$ cat config.mk
export PLATFORM = sky130hd
export DESIGN_NAME = ecp_fwd_tx
export DESIGN_NICKNAME = d
export VERILOG_FILES = /design/src/rtl/ecp_fwd_pkg.sv /design/src/rtl/ecp_sync2.sv /design/src/rtl/ecp_prescaler.sv /design/src/rtl/ecp_tick_timer.sv /design/src/rtl/ecp_fwd_fsm.sv /design/src/rtl/ecp_fwd_tx.sv
export SDC_FILE = /design/constraint.sdc
export NUM_CORES = 1
export LEC_CHECK = 0
export ABC_CLOCK_PERIOD_IN_PS = 2900
export CORE_MARGIN = 10
export CORE_UTILIZATION = 30
export CTS_CLUSTER_SIZE = 8
export DETAILED_ROUTE_END_ITERATION = 7
export SLEW_MARGIN = 15
export SYNTH_ARGS = -nofsm -noshare
export SYNTH_HDL_FRONTEND = slang
export SYNTH_SLANG_ARGS = --single-unit
export TNS_END_PERCENT = 20
$ cat constraint.sdc
create_clock -name clk -period 2.9 [get_ports clk]
set_input_delay 0.58 -clock clk [delete_from_list [all_inputs] [get_ports clk]]
set_output_delay 0.58 -clock clk [all_outputs]
set_load 0.05 [all_outputs]
$ cat src/rtl/ecp_fwd_pkg.sv
// Shared types for the forward-phase sender: result codes and controller states.
package ecp_fwd_pkg;
    typedef enum logic [1:0] {
        XS_OK      = 2'b00,
        XS_BUSY_TO = 2'b01,
        XS_DEV_ERR = 2'b10
    } xfer_status_e;

    typedef enum logic [2:0] {
        ST_IDLE,
        ST_NEXT,
        ST_SETUP,
        ST_WAIT_HI,
        ST_WAIT_LO
    } fwd_state_e;
endpackage

$ cat src/rtl/ecp_sync2.sv
// Two-flop synchroniser for asynchronous peripheral status lines.
// Assumes each bit is independent; adds two cycles of latency.
module ecp_sync2 #(
    parameter int W = 1
) (
    input  logic         clk,
    input  logic         rst_n,
    input  logic [W-1:0] d,
    output logic [W-1:0] q
);
    logic [W-1:0] meta_q;

    // Shift the line through two flops; reset value is the idle (low) level.
    always_ff @(posedge clk) begin
        if (!rst_n) begin
            meta_q <= '0;
            q      <= '0;
        end else begin
            meta_q <= d;
            q      <= meta_q;
        end
    end
endmodule

$ cat src/rtl/ecp_prescaler.sv
// Free-running prescaler: one-cycle tick every DIV clock cycles.
// Assumes DIV >= 1; DIV == 1 yields a tick every cycle.
module ecp_prescaler #(
    parameter int DIV = 50
) (
    input  logic clk,
    input  logic rst_n,
    output logic tick
);
    generate
        if (DIV <= 1) begin : g_every
            assign tick = 1'b1;
        end else begin : g_div
            localparam int CW = $clog2(DIV);
            localparam logic [CW-1:0] TOP = CW'(DIV - 1);
            logic [CW-1:0] cnt_q;

            // Count 0..DIV-1 and wrap.
            always_ff @(posedge clk) begin
                if (!rst_n)          cnt_q <= '0;
                else if (cnt_q == TOP) cnt_q <= '0;
                else                 cnt_q <= cnt_q + 1'b1;
            end

            assign tick = (cnt_q == TOP);
        end
    endgenerate
endmodule

$ cat src/rtl/ecp_tick_timer.sv
// Saturating tick counter: expired is high once LIMIT ticks have been seen
// since the last clear. A clear takes priority over a tick.
module ecp_tick_timer #(
    parameter int LIMIT = 1000
) (
    input  logic clk,
    input  logic rst_n,
    input  logic clr,
    input  logic tick,
    output logic expired
);
    localparam int W = $clog2(LIMIT + 1);
    localparam logic [W-1:0] LIM = W'(LIMIT);
    logic [W-1:0] cnt_q;

    // Count ticks up to the limit and hold there.
    always_ff @(posedge clk) begin
        if (!rst_n || clr)         cnt_q <= '0;
        else if (tick && !expired) cnt_q <= cnt_q + 1'b1;
    end

    assign expired = (cnt_q == LIM);

    AST_TIMER_HOLDS: assert property (@(posedge clk) disable iff (!rst_n)
        (expired && !clr) |=> expired);
endmodule

$ cat src/rtl/ecp_fwd_fsm.sv
// Per-byte handshake controller for the forward phase.
// Assumes ack_s is already synchronised and that the timers are cleared
// through total_clr / byte_clr one cycle before their expiry is used.
module ecp_fwd_fsm
    import ecp_fwd_pkg::*;
#(
    parameter int CNT_W = 16
) (
    input  logic             clk,
    input  logic             rst_n,
    input  logic             in_valid,
    input  logic [7:0]       in_byte,
    input  logic             in_is_cmd,
    input  logic             in_last,
    output logic             in_ready,
    input  logic             ack_s,
    input  logic             total_exp,
    input  logic             byte_exp,
    output logic             total_clr,
    output logic             byte_clr,
    output logic [7:0]       pd_out,
    output logic             pd_oe,
    output logic             host_clk,
    output logic             host_ack,
    output logic             done,
    output logic [1:0]       status,
    output logic [CNT_W-1:0] count
);
    fwd_state_e state_q;
    logic       last_q;
    logic       accept;

    assign in_ready  = (state_q == ST_IDLE) || (state_q == ST_NEXT);
    assign accept    = in_valid && in_ready;
    assign total_clr = accept && (state_q == ST_IDLE);
    assign byte_clr  = (state_q == ST_WAIT_HI) && ack_s;

    // Handshake sequencing, line drive and result reporting.
    always_ff @(posedge clk) begin
        if (!rst_n) begin
            state_q  <= ST_IDLE;
            last_q   <= 1'b0;
            pd_out   <= '0;
            pd_oe    <= 1'b0;
            host_clk <= 1'b1;
            host_ack <= 1'b1;
            done     <= 1'b0;
            status   <= XS_OK;
            count    <= '0;
        end else begin
            done <= 1'b0;
            unique case (state_q)
                ST_IDLE, ST_NEXT: begin
                    if (accept) begin
                        pd_out   <= in_is_cmd ? {1'b1, in_byte[6:0]} : in_byte;
                        host_ack <= !in_is_cmd;
                        last_q   <= in_last;
                        pd_oe    <= 1'b1;
                        if (state_q == ST_IDLE) count <= '0;
                        state_q  <= ST_SETUP;
                    end
                end
                ST_SETUP: begin
                    host_clk <= 1'b0;
                    state_q  <= ST_WAIT_HI;
                end
                ST_WAIT_HI: begin
                    if (ack_s) begin
                        host_clk <= 1'b1;
                        state_q  <= ST_WAIT_LO;
                    end else if (total_exp) begin
                        host_clk <= 1'b1;
                        host_ack <= 1'b1;
                        done     <= 1'b1;
                        status   <= XS_BUSY_TO;
                        state_q  <= ST_IDLE;
                    end
                end
                ST_WAIT_LO: begin
                    if (!ack_s) begin
                        count    <= count + 1'b1;
                        host_ack <= 1'b1;
                        if (last_q) begin
                            done    <= 1'b1;
                            status  <= XS_OK;
                            state_q <= ST_IDLE;
                        end else begin
                            state_q <= ST_NEXT;
                        end
                    end else if (byte_exp) begin
                        host_ack <= 1'b1;
                        done     <= 1'b1;
                        status   <= XS_DEV_ERR;
                        state_q  <= ST_IDLE;
                    end
                end
                default: state_q <= ST_IDLE;
            endcase
        end
    end

    AST_BUS_STABLE: assert property (@(posedge clk) disable iff (!rst_n)
        (state_q == ST_WAIT_HI || state_q == ST_WAIT_LO) |-> $stable(pd_out));
    AST_RISE_AFTER_ACK: assert property (@(posedge clk) disable iff (!rst_n)
        ($rose(host_clk) && !done) |-> $past(ack_s));
    AST_CMD_MARKED: assert property (@(posedge clk) disable iff (!rst_n)
        (!in_ready && !host_ack) |-> pd_out[7]);
    AST_IDLE_LINES: assert property (@(posedge clk) disable iff (!rst_n)
        (in_ready || done) |-> (host_clk && host_ack));
    AST_SEEN_WINS: assert property (@(posedge clk) disable iff (!rst_n)
        (state_q == ST_WAIT_HI && ack_s) |=> !(done && status == XS_BUSY_TO));
    AST_STROBE_DRIVEN: assert property (@(posedge clk) disable iff (!rst_n)
        !host_clk |-> pd_oe);
endmodule

$ cat src/rtl/ecp_fwd_tx.sv
// Forward-phase byte sender top: synchroniser, prescaler, overall and
// per-byte timers, and the handshake controller.
// Assumes periph_ack is asynchronous and low when the peripheral is idle.
module ecp_fwd_tx #(
    parameter int PRESCALE    = 50,
    parameter int TOTAL_TICKS = 1000,
    parameter int BYTE_TICKS  = 35,
    parameter int CNT_W       = 16
) (
    input  logic             clk,
    input  logic             rst_n,
    input  logic             in_valid,
    output logic             in_ready,
    input  logic [7:0]       in_byte,
    input  logic             in_is_cmd,
    input  logic             in_last,
    input  logic             periph_ack,
    output logic [7:0]       pd_out,
    output logic             pd_oe,
    output logic             host_clk,
    output logic             host_ack,
    output logic             done,
    output logic [1:0]       status,
    output logic [CNT_W-1:0] count
);
    logic ack_s, tick, total_clr, byte_clr, total_exp, byte_exp;

    ecp_sync2 #(.W(1)) u_sync (
        .clk(clk), .rst_n(rst_n), .d(periph_ack), .q(ack_s));

    ecp_prescaler #(.DIV(PRESCALE)) u_presc (
        .clk(clk), .rst_n(rst_n), .tick(tick));

    ecp_tick_timer #(.LIMIT(TOTAL_TICKS)) u_total (
        .clk(clk), .rst_n(rst_n), .clr(total_clr), .tick(tick), .expired(total_exp));

    ecp_tick_timer #(.LIMIT(BYTE_TICKS)) u_byte (
        .clk(clk), .rst_n(rst_n), .clr(byte_clr), .tick(tick), .expired(byte_exp));

    ecp_fwd_fsm #(.CNT_W(CNT_W)) u_fsm (
        .clk(clk), .rst_n(rst_n),
        .in_valid(in_valid), .in_byte(in_byte), .in_is_cmd(in_is_cmd),
        .in_last(in_last), .in_ready(in_ready),
        .ack_s(ack_s), .total_exp(total_exp), .byte_exp(byte_exp),
        .total_clr(total_clr), .byte_clr(byte_clr),
        .pd_out(pd_out), .pd_oe(pd_oe), .host_clk(host_clk), .host_ack(host_ack),
        .done(done), .status(status), .count(count));
endmodule

==> run_results.csv <==
group,metric,value,unit
outcome,status,"finished, final reports clean",
sta,rsz0062_at_grt,"false",
worst_setup_path,worstSetupPathType,"reg -> out",
sta,fmax,0.4309,GHz
route,ant_nets,0,
placed_design,placedInstanceArea,3222,um^2
placed_design,portBuffers,44,
clocking,cts_tree,"done",
clocking,post-cts-setup-buffer-count,0,
route,firstDrtPassIters,4,
pwr,vdd_drop_max,215.6,uV
worst_setup_path,cpPeakStageDelay,0.83,ns
floorplanning,start_util,30.67,%
layout,final_cell_mix,"dfxtp_1, clkdlybuf4s50_1, nand2_1",
worst_setup_path,path_buf_inv,1,
worst_setup_path,cp_slowest_cell,"clkdlybuf4s50_1",
route,num_vias,2391,
route,via_per_inst,5.055,
sta,timing.final.hold_violations,0,
synth,synth_enable_flop_cells,0,
worst_hold_path,worstHoldStart,"u_sync.meta_q",
floorplanning,die_h,114.4,um
route,wirelength,6409,um
layout,mostFrequentLayoutCell,"dfxtp_1",
clocking,clockBufferDepth,2,
sta,tns,0,ns
grt,grt_max_degree,25,
layout,nets,382,
synth,async_reset_ff_share,0,%
synth,avgSynthCellArea,8.439,um^2
synth,syn-num-nets,337,
sta,finalSetupViolCount,0,
layout,final_layout_size_suffix_gt1_share,7.671,%
synth,synth_area,2675,um^2
grt,overflow,0,
worst_setup_path,worstPathCellList,"nor2_1 -> clkdlybuf4s50_1",
grt,grt_usage,10.28,%
clocking,path_clk_slew,0.06,ns
floorplanning,rows,34,
worst_setup_path,endpoint_kind,"output pin",
worst_setup_path,r2r_end,"u_fsm.count[15]",
grt,antenna_found_initial,0,
synth,synth-seq-cells,58,
layout,syn2layout_area_growth,27.60,%
route,wire_per_inst,13.55,um
synth,synth.area.top_cells,"dfxtp_1, a21oi_1, nand2_1",
worst_hold_path,hold_depth,1,
sta,max_slew_margin,55.78,%
synth,ys_types,46,
synth,seq_area_frac_synth,43.41,%
clocking,insertion_delay,0.33,ns
grt,grt_pass1_wl,10980,um
clocking,htree_levels,3,
worst_setup_path,r2r_cells,5,
sta,slew_viol_final,0,
worst_setup_path,cp_max_fo,11,
clocking,clockRootBuffer,"clkbuf_8",
worst_setup_path,worst_setup_path_start_kind,"flip-flop",
sta,fin_crit,2.321,ns
pwr,power_density,504.3,nW/um^2
sta,worstMarginPinSlew,0.6563,ns
sta,finalCritPeriodShare,80.03,%
route,drt-initial-drc-count,168,
synth,syn_inst,317,
worst_hold_path,whs_endpoint,"u_sync.q",
run,drv_cap,0,
worst_setup_path,r2r-start,"u_fsm.state_q[2]",
layout,design_area,3413,um^2
layout,n_antenna_cell,0,
floorplanning,io_pins,45,
pwr,p_leak,1.159,nW
floorplanning,fp.dieW,114.4,um
floorplanning,die_area,13090,um^2
worst_hold_path,hold_path.class,"reg -> reg",
synth,netlist.area_leader.share,43.41,%
clocking,cts_hold_buf,0,
placed_design,routabilityCongestion,0.7871,
worst_setup_path,r2r_setup_slack,0.99,ns
floorplanning,core-area,8721,um^2
clocking,cts_sinks,58,
grt,grt_pass1_vias,2326,
clocking,cts_resized,0,
worst_setup_path,path_depth,2,
clocking,numCtsBuffers,9,
synth,synth_ff_type,"dfxtp_1",
sta,clock_skew,0.006752,ns
placed_design,dp_hpwl,4632,um
worst_setup_path,critPathTopFamily,"buffers and inverters",
worst_setup_path,required,2.32,ns
synth,yosysWarnings,0,
route,drc,0,
worst_setup_path,crit_arrival,1.74,ns
synth,synth_top_cell_by_area,"dfxtp_1",
cell usage after synthesis, types with 2 or more instances:
library cell and count:
o2111ai_1 2, o21ai_1 2, o31ai_1 7, o211ai_1 4, nand3_1 16, dfxtp_1 58, o21ai_0 18, nor3_1 10
and3_1 4, nand4_1 2, and4bb_2 2, xnor2_1 7, xor2_1 9, o22ai_1 2, a311oi_1 2, nor2_1 30
nand2_1 33, and2_1 5, a31oi_1 4, or3_1 8, a21oi_2 2, and4_1 3, o221ai_1 2, clkbuf_1 9
ha_1 6, nor4_1 2, inv_1 11, or3b_2 2, buf_2 5, a21oi_1 27, or4_1 8
metrics by stage:
step | util, % | hold slack (ns) | power, mW | std cells | worst slack, ns
floorplan | - | 0.4119 | 0.9506 | 317 | 0.9224
global placement | 36.94 | 0.4154 | 1.010 | 459 | 0.5124
detailed placement | 36.94 | 0.4186 | 1.012 | 459 | 0.4879
CTS | 39.14 | 0.4267 | 1.747 | 473 | 0.5637
global route | 39.14 | 0.4296 | 1.800 | 473 | 0.4865
finish | 39.14 | 0.4227 | 1.721 | 473 | 0.5791
how the worst max path moves through the flow:
stage / end / start / slack, ns
after global placement: u_total.cnt_q[4] / in_valid / 0.51
after floorplan: u_fsm.count[12] / u_fsm.count[0] / 0.92
final: in_ready / u_fsm.state_q[2] / 0.58
after CTS: in_ready / u_fsm.state_q[2] / 0.56
after global routing: in_ready / u_fsm.state_q[2] / 0.49
after detailed placement: u_total.cnt_q[4] / in_valid / 0.49
routing by layer:
metal | share of wire [%] | track usage, % | vias to the layer above | routed length, um
met3 | 6.2 | 4.822 | 6 | 395
met5 | 0 | 0 | - | 0
met2 | 46 | 15.59 | 48 | 2972
met1 | 46 | 12.20 | 1103 | 2966
met4 | 1.2 | 4.261 | 0 | 76
li1 | - | - | 1234 | -
power breakdown:
group	switching, mW	leakage (nW)	internal, mW
Clock	0.297	0.101	0.431
Combinational	0.0988	0.587	0.0604
Sequential	0.0185	0.471	0.816
area by class of cell:
type | count | area (um^2)
fill | 876 | 5308
multi-input combinational | 234 | 1414
sequential | 58 | 1161
timing repair buffer | 48 | 470.5
clock buffer | 11 | 151.4
tap | 108 | 135.1
inverter | 11 | 41.29
clock inverter | 3 | 40.04
registers in the layout (all words and copies together), names as in the netlist, 2 cells and up:
| name | count |
|---|---|
| u_byte.cnt_q | 6 |
| u_fsm.count | 16 |
| u_fsm.pd_out | 8 |
| u_fsm.state_q | 3 |
| u_fsm.status | 2 |
| u_presc.g_div.cnt_q | 6 |
| u_total.cnt_q | 10 |
logic make-up after synthesis:
| logic type | Yosys count | share of synthesized area, % |
|---|---|---|
| AO/OA/AOI/OAI | 75 | 16.79 |
| flip-flops | 58 | 43.40 |
| XOR/XNOR | 16 | 5.239 |
| multiplexers | 1 | 0.3742 |
| adder cells (fa/ha/maj) | 6 | 2.806 |
| AND/OR/NAND/NOR | 136 | 27.64 |
| buffers and inverters | 25 | 3.742 |
No activity file was read; power rests on OpenSTA's default activity.
